File: src/rtl/pci_tgt_pkg.sv
package pci_tgt_pkg;

  localparam logic [3:0] CMD_MEM_RD = 4'h6;
  localparam logic [3:0] CMD_MEM_WR = 4'h7;
  localparam logic [3:0] CMD_CFG_RD = 4'hA;
  localparam logic [3:0] CMD_CFG_WR = 4'hB;

  // configuration dword select width (AD[7:2])
  localparam int CFG_IDX_W = 6;

  typedef enum logic [1:0] {
    ST_IDLE  = 2'd0,
    ST_TURN  = 2'd1,
    ST_RDATA = 2'd2,
    ST_WDATA = 2'd3
  } tgtState_t;

  // strobes from control to datapath
  typedef struct packed {
    logic start;     // latch address from AD this edge
    logic startCfg;  // claimed transaction targets configuration space
    logic advance;   // a data phase completes this edge
    logic wrEn;      // store write data this edge
  } tgtStrobe_t;

endpackage

File: src/rtl/pci_tgt_datapath.sv
module pci_tgt_datapath
  import pci_tgt_pkg::*;
#(
  parameter logic [31:0] BASE_ADDR   = 32'h4000_0000,
  parameter int          DEPTH_WORDS = 64,
  parameter logic [31:0] ID_WORD     = 32'h1234_5678
) (
  input  logic        clk,
  input  logic        rstN,
  input  logic [31:0] adIn,
  input  logic [3:0]  cbeN,
  input  logic        idsel,
  input  tgtStrobe_t  strobe,
  output logic        memHit,
  output logic        cfgHit,
  output logic [31:0] adOut
);

  localparam int         IDX_W     = $clog2(DEPTH_WORDS);
  localparam int         LANES     = 4;
  localparam logic [32:0] WIN_BYTES = 33'(DEPTH_WORDS) << 2;

  logic [32:0]          offset;
  logic [IDX_W-1:0]     wordIdx;
  logic [CFG_IDX_W-1:0] cfgIdx;
  logic                 cfgMode;
  logic [31:0]          wrMask;
  logic [31:0]          mem [DEPTH_WORDS];

  // address window and configuration decode
  assign offset = {1'b0, adIn} - {1'b0, BASE_ADDR};
  assign memHit = !offset[32] && (offset < WIN_BYTES);
  assign cfgHit = idsel && (adIn[1:0] == 2'b00) && (adIn[10:8] == 3'b000);

  // per-lane write mask from active-low byte enables
  for (genvar g = 0; g < LANES; g++) begin : g_lane
    assign wrMask[8*g +: 8] = {8{~cbeN[g]}};
  end

  // burst pointer
  always_ff @(posedge clk or negedge rstN) begin
    if (!rstN) begin
      wordIdx <= '0;
      cfgIdx  <= '0;
      cfgMode <= 1'b0;
    end else if (strobe.start) begin
      wordIdx <= adIn[IDX_W+1:2];
      cfgIdx  <= adIn[7:2];
      cfgMode <= strobe.startCfg;
    end else if (strobe.advance) begin
      wordIdx <= wordIdx + 1'b1;
      cfgIdx  <= cfgIdx + 1'b1;
    end
  end

  // storage; configuration writes are discarded
  always_ff @(posedge clk or negedge rstN) begin
    if (!rstN) begin
      for (int i = 0; i < DEPTH_WORDS; i++) mem[i] <= '0;
    end else if (strobe.wrEn && !cfgMode) begin
      mem[wordIdx] <= (mem[wordIdx] & ~wrMask) | (adIn & wrMask);
    end
  end

  // read return
  always_comb begin
    if (cfgMode) adOut = (cfgIdx == '0) ? ID_WORD : 32'h0;
    else         adOut = mem[wordIdx];
  end

endmodule

File: src/rtl/pci_tgt_ctrl.sv
module pci_tgt_ctrl
  import pci_tgt_pkg::*;
(
  input  logic       clk,
  input  logic       rstN,
  input  logic       frameN,
  input  logic       irdyN,
  input  logic [3:0] cbeN,
  input  logic       memHit,
  input  logic       cfgHit,
  output tgtStrobe_t strobe,
  output logic       devselN,
  output logic       trdyN,
  output logic       adOe
);

  tgtState_t state, stateNext;
  logic busIdlePrev;
  logic addrPhase, memRd, memWr, cfgRd, cfgWr, claimRd, claimWr;
  logic xfer, lastXfer;

  assign addrPhase = (state == ST_IDLE) && busIdlePrev && !frameN;
  assign memRd     = (cbeN == CMD_MEM_RD) && memHit;
  assign memWr     = (cbeN == CMD_MEM_WR) && memHit;
  assign cfgRd     = (cbeN == CMD_CFG_RD) && cfgHit;
  assign cfgWr     = (cbeN == CMD_CFG_WR) && cfgHit;
  assign claimRd   = memRd || cfgRd;
  assign claimWr   = memWr || cfgWr;
  assign xfer      = !irdyN && !trdyN;
  assign lastXfer  = xfer && frameN;

  always_comb begin
    stateNext = state;
    case (state)
      ST_IDLE: begin
        if (addrPhase && claimRd)      stateNext = ST_TURN;
        else if (addrPhase && claimWr) stateNext = ST_WDATA;
      end
      ST_TURN:  stateNext = ST_RDATA;
      ST_RDATA: if (lastXfer) stateNext = ST_IDLE;
      ST_WDATA: if (lastXfer) stateNext = ST_IDLE;
      default:  stateNext = ST_IDLE;
    endcase
  end

  assign strobe.start    = addrPhase && (claimRd || claimWr);
  assign strobe.startCfg = cfgRd || cfgWr;
  assign strobe.advance  = xfer;
  assign strobe.wrEn     = xfer && (state == ST_WDATA);

  always_ff @(posedge clk or negedge rstN) begin
    if (!rstN) begin
      state       <= ST_IDLE;
      busIdlePrev <= 1'b0;
      devselN     <= 1'b1;
      trdyN       <= 1'b1;
      adOe        <= 1'b0;
    end else begin
      state       <= stateNext;
      busIdlePrev <= frameN && irdyN;
      devselN     <= (stateNext == ST_IDLE);
      trdyN       <= !((stateNext == ST_RDATA) || (stateNext == ST_WDATA));
      adOe        <= (stateNext == ST_RDATA);
    end
  end

  // claimed memory read: turnaround clock with AD released, TRDY# high
  assert_read_turnaround_R3: assert property (@(posedge clk) disable iff (!rstN)
    (state == ST_IDLE && busIdlePrev && !frameN && cbeN == CMD_MEM_RD && memHit)
      |=> (!devselN && trdyN && !adOe));

  // target ready only inside a claimed transaction
  assert_trdy_within_devsel_R7: assert property (@(posedge clk) disable iff (!rstN)
    !trdyN |-> !devselN);

  // final phase releases everything
  assert_release_after_last_R7: assert property (@(posedge clk) disable iff (!rstN)
    (!trdyN && !irdyN && frameN) |=> (devselN && trdyN && !adOe));

  // no claim unless the bus was seen idle
  assert_no_claim_when_busy_R8: assert property (@(posedge clk) disable iff (!rstN)
    (state == ST_IDLE && !busIdlePrev) |=> devselN);

endmodule

File: src/rtl/pci_mem_target.sv
module pci_mem_target
  import pci_tgt_pkg::*;
#(
  parameter logic [31:0] BASE_ADDR   = 32'h4000_0000,
  parameter int          DEPTH_WORDS = 64,
  parameter logic [31:0] ID_WORD     = 32'h1234_5678
) (
  input  logic        clk,
  input  logic        rstN,
  input  logic [31:0] adIn,
  input  logic [3:0]  cbeN,
  input  logic        frameN,
  input  logic        irdyN,
  input  logic        idsel,
  output logic [31:0] adOut,
  output logic        adOe,
  output logic        devselN,
  output logic        trdyN,
  output logic        stopN
);

  tgtStrobe_t strobe;
  logic memHit, cfgHit;

  assign stopN = 1'b1;

  pci_tgt_ctrl u_ctrl (
    .clk     (clk),
    .rstN    (rstN),
    .frameN  (frameN),
    .irdyN   (irdyN),
    .cbeN    (cbeN),
    .memHit  (memHit),
    .cfgHit  (cfgHit),
    .strobe  (strobe),
    .devselN (devselN),
    .trdyN   (trdyN),
    .adOe    (adOe)
  );

  pci_tgt_datapath #(
    .BASE_ADDR   (BASE_ADDR),
    .DEPTH_WORDS (DEPTH_WORDS),
    .ID_WORD     (ID_WORD)
  ) u_dp (
    .clk    (clk),
    .rstN   (rstN),
    .adIn   (adIn),
    .cbeN   (cbeN),
    .idsel  (idsel),
    .strobe (strobe),
    .memHit (memHit),
    .cfgHit (cfgHit),
    .adOut  (adOut)
  );

  // master stall during a read data phase holds the driven word
  assert_read_hold_on_stall_R6: assert property (@(posedge clk) disable iff (!rstN)
    (adOe && !trdyN && irdyN) |=> ($stable(adOut) && adOe));

endmodule

File: config.mk
export PLATFORM = sky130hd
export DESIGN_NAME = pci_mem_target
export DESIGN_NICKNAME = d
export VERILOG_FILES = /design/src/rtl/pci_tgt_pkg.sv /design/src/rtl/pci_tgt_datapath.sv /design/src/rtl/pci_tgt_ctrl.sv /design/src/rtl/pci_mem_target.sv
export SDC_FILE = /design/constraint.sdc
export NUM_CORES = 2
export LEC_CHECK = 0
export CAP_MARGIN = 25
export CORE_UTILIZATION = 25
export DETAILED_ROUTE_END_ITERATION = 8
export DONT_BUFFER_PORTS = 1
export GPL_ROUTABILITY_DRIVEN = 1
export GPL_TIMING_DRIVEN = 1
export SLEW_MARGIN = 25
export SYNTH_ARGS = -nofsm -noshare
export SYNTH_HDL_FRONTEND = slang
export SYNTH_SLANG_ARGS = --single-unit
File: constraint.sdc
create_clock -name clk -period 6.81 [get_ports clk]
set_input_delay 0.3405 -clock clk [delete_from_list [all_inputs] [get_ports clk]]
set_output_delay 0.3405 -clock clk [all_outputs]
set_load 0.01 [all_outputs]
==> summary.md <==
| Metric | Value |
|---|---|
| Status | `finished with violations` |
| Failing checks | `negative hold slack` |
| CP required | `6.47 ns` |
| Peak supply drop | `443 uV` |
| WP data arrival | `5.12 ns` |
| H-tree depth | `4` |
| Final setup vio count | `0` |
| Crit start category | `register` |
| Fin nets | `8581` |
| Pre-CTS WS | `2.13 ns` |
| HP Start | `cbeN[3]` |
| Non-Filler Cell Area, Final | `0.105 mm^2` |
| Hold Crit Endpoint | `u_dp.mem[1401]$_DFFE_PN0P_` |
| Rel. slew slack | `22.2%` |
| Die area | `0.372 mm^2` |
| Final clock skew | `0.0450 ns` |
| RR Startpoint | `u_dp.wordIdx[2]$_DFFE_PN0P_` |
| Port Buffers | `0` |
| Reg2reg setup slack | `1.82 ns` |
| Initial core utilization | `25.2%` |
| Fraction of synthesized cell area taken by the top area cell type | `55.9%` |
| Via density | `4.84` |
| Reg2reg path depth | `10` |
| Maximum clock path buffer count | `3` |
| Cell count after synthesis | `8933` |
| Antenna violations before repair | `12` |
| Via count | `66100` |
| # Post-CTS Setup Buffers | `0` |
| Vias in the first global route | `64700` |
| P_int | `21.8 mW` |
| Total of warnings raised by yosys | `0` |
| Hold depth | `3` |
| Area growth from synthesis to layout | `13.7%` |
| R2r endpoint | `u_dp.mem[1917]$_DFFE_PN0P_` |
| Syn_area_per_cell | `10.4 um^2` |
| Num CTS Buffers | `207` |
| Crit path time final | `5.46 ns` |
| Clk_lat worst skew | `0.88 ns` |
| Ys flop type | `dfrtp_1` |
| Clk pwr share | `34.9%` |
| CTS sink count | `2067` |
| P_sw | `12.1 mW` |
| Final Instance Count excl. Fillers | `13700` |
| Die Y | `610 um` |
| Drt pass-1 iters | `5` |
| Seq pwr share | `37.0%` |
| Max-slew violation count | `0` |
| Clk root buf | `clkbuf_16` |
| Most frequent cells in the layout | `2061 x dfrtp_1, 1942 x nand2_1, 1672 x o21ai_0` |
| Worst-margin pin slew | `1.16 ns` |
| Total gr overflow | `0` |
| Fmax | `183 MHz` |
| Global Route Usage Sum | `15.4%` |
| Max-Cap Viols | `0` |
| Kind of critical path | `register to output port` |
| Sw Ratio | `35.7%` |
| Yosys reg bits | `2067` |
| CTS tree | `built` |
| EDFF count, synth | `0` |
| RSZ-0062 raised after global routing | `false` |
| DR WL/cell | `21.3 um` |
| Worst-path maximum fanout | `57` |
| Most common cell after layout, fill and taps aside | `dfrtp_1` |
| Hold/Removal Path Class | `input port to register` |
| Synthesized cell area | `0.0925 mm^2` |
| PnR worst setup slack | `1.35 ns` |
| Final HPWL DP | `174 mm` |
| Sequential fraction of the synthesis area | `55.9%` |
| Post-Syn Nets | `8978` |
| Antenna-violating nets left | `0` |
| CTS clk-pin slew, worst paths | `0.06 ns` |
| First DRT Iteration DRCs | `6315` |
| Hold Vio Cnt, Final | `2` |
| Ports | `77` |
| Drt total wl | `291 mm` |
| Worst Setup End Kind | `output port` |
| Total power | `33.9 mW` |
| TNS Setup | `0 ns` |
| Largest net degree at the start of global routing | `156` |
| Die width | `610 um` |
| Hold slack | `-0.0121 ns` |
| Fill count | `38100` |
| Leading area contributor after synthesis | `dfrtp_1` |
| Static leakage | `46.1 nW` |
| Share of post-route cells with drive strength above 1 | `13.2%` |
| Fin util | `28.6%` |
| Combinational Power Share | `28.1%` |
| Count of cell types in the netlist | `82` |
| Area after DPL | `0.0976 mm^2` |
| Largest cells by area after synthesis | `dfrtp_1 56%, o21ai_0 9.1%, nand2_1 8.0%` |
| Synth async-reset ratio | `100%` |
| Post-route DRC | `0` |
| Rows | `222` |
| Global-route wire length before repair | `438 mm` |
| Period utilization | `80.2%` |
| # placed instances | `13200` |
| Pwr Density | `323 mW/mm^2` |
| Core area | `0.367 mm^2` |
| RePlAce Congestion | `0.888` |
| Post-cts resize count | `0` |
[what timing repair did]
item                                    CTS  global route
hold endpoints to repair                319            12
endpoints found under the setup margin    0             0
hold buffers                             25             7
[area by class of cell]
cell class / count / area [um^2] / area share [%]
flip-flops and latches: 2067 / 51700 / 49.2
inverters: 19 / 76.3 / 0.0726
clock inverters: 81 / 1010 / 0.958
diodes: 22 / 55.1 / 0.0524
well taps: 4928 / 6170 / 5.87
multi-input cells: 5976 / 37500 / 35.6
clock buffers: 304 / 6030 / 5.74
repair buffers: 265 / 2560 / 2.44
[worst max path at each step]
| stage | cells past startpoint | endpoint | slack [ns] | start |
|---|---|---|---|---|
| 6_report | 8 | adOut[29] | 1.35 | u_dp.wordIdx[2]$_DFFE_PN0P_ |
| 4_1_cts | 8 | adOut[15] | 1.30 | u_dp.wordIdx[2]$_DFFE_PN0P_ |
| 5_1_grt | 8 | adOut[29] | 1.25 | u_dp.wordIdx[2]$_DFFE_PN0P_ |
| 3_5_place_dp | 9 | u_dp.mem[379]$_DFFE_PN0P_ | 2.13 | u_dp.wordIdx[0]$_DFFE_PN0P_ |
| 2_1_floorplan | 10 | u_dp.mem[65]$_DFFE_PN0P_ | 4.01 | u_dp.wordIdx[0]$_DFFE_PN0P_ |
| 3_3_place_gp | 9 | u_dp.mem[1211]$_DFFE_PN0P_ | 2.19 | u_dp.wordIdx[0]$_DFFE_PN0P_ |
[power groups by stage]
stage          registers [mW]  logic, mW  clock network (mW)
4_1_cts                  12.5       9.38                12.0
5_1_grt                  12.5       9.81                12.5
2_1_floorplan            12.6       5.75                   0
3_5_place_dp             12.8       9.35                   0
3_3_place_gp             12.8       9.34                   0
6_report                 12.5       9.52                11.8
[per-layer routing]
layer	up-vias	GRT usage, %	part of all wire (%)
met1	33300	20.5	44
met5	-	0	0
met2	1808	24.3	46
met4	0	7.47	4.8
li1	30500	-	-
met3	518	2.56	5.5
[sequential cells by signal (all words and copies together) (netlist names)]
name and flops:
u_dp.mem 2048, u_ctrl.state 2, u_ctrl.devselN 1, u_dp.cfgMode 1
u_ctrl.adOe 1, u_ctrl.busIdlePrev 1, u_ctrl.trdyN 1, u_dp.wordIdx 6
u_dp.cfgIdx 6
[cells in the mapped netlist, types with 55 or more instances]
library cell	count
mux4_2	110
nand3_1	85
mux2_2	290
a21oi_1	69
clkbuf_1	651
a22oi_1	119
a221oi_1	55
dfrtp_1	2065
nor2_1	72
o21ai_1	165
buf_2	139
nand2b_1	73
o21ai_0	1675
mux2i_1	665
nand2_1	1983
o22ai_1	179
[kinds of logic (layout without fill, tap and decap cells)]
| kind of cell | after synthesis | in the layout | share of synthesized area [%] |
|---|---|---|---|
| flops | 2067 | 2067 | 55.9 |
| simple gates | 2354 | 2354 | 10.2 |
| other cells | 1 | 23 | 0.00406 |
| fa+ha+maj | 4 | 4 | 0.0541 |
| buf+inv | 890 | 669 | 4.15 |
| compound gates | 2541 | 2541 | 16.1 |
| xor+xnor | 9 | 9 | 0.0852 |
| mux | 1067 | 1067 | 13.4 |
[critical path, stage by stage, from the launching register on]
cell and delay [ns]:
dfrtp_4 0.95, buf_12 0.43, buf_4 0.60, mux2i_1 0.17, a22oi_1 0.23, nand3_1 0.10
a21oi_1 0.85, nor4_1 0.15, nor2_1 0.54
Power figures use the tool's default switching activity.
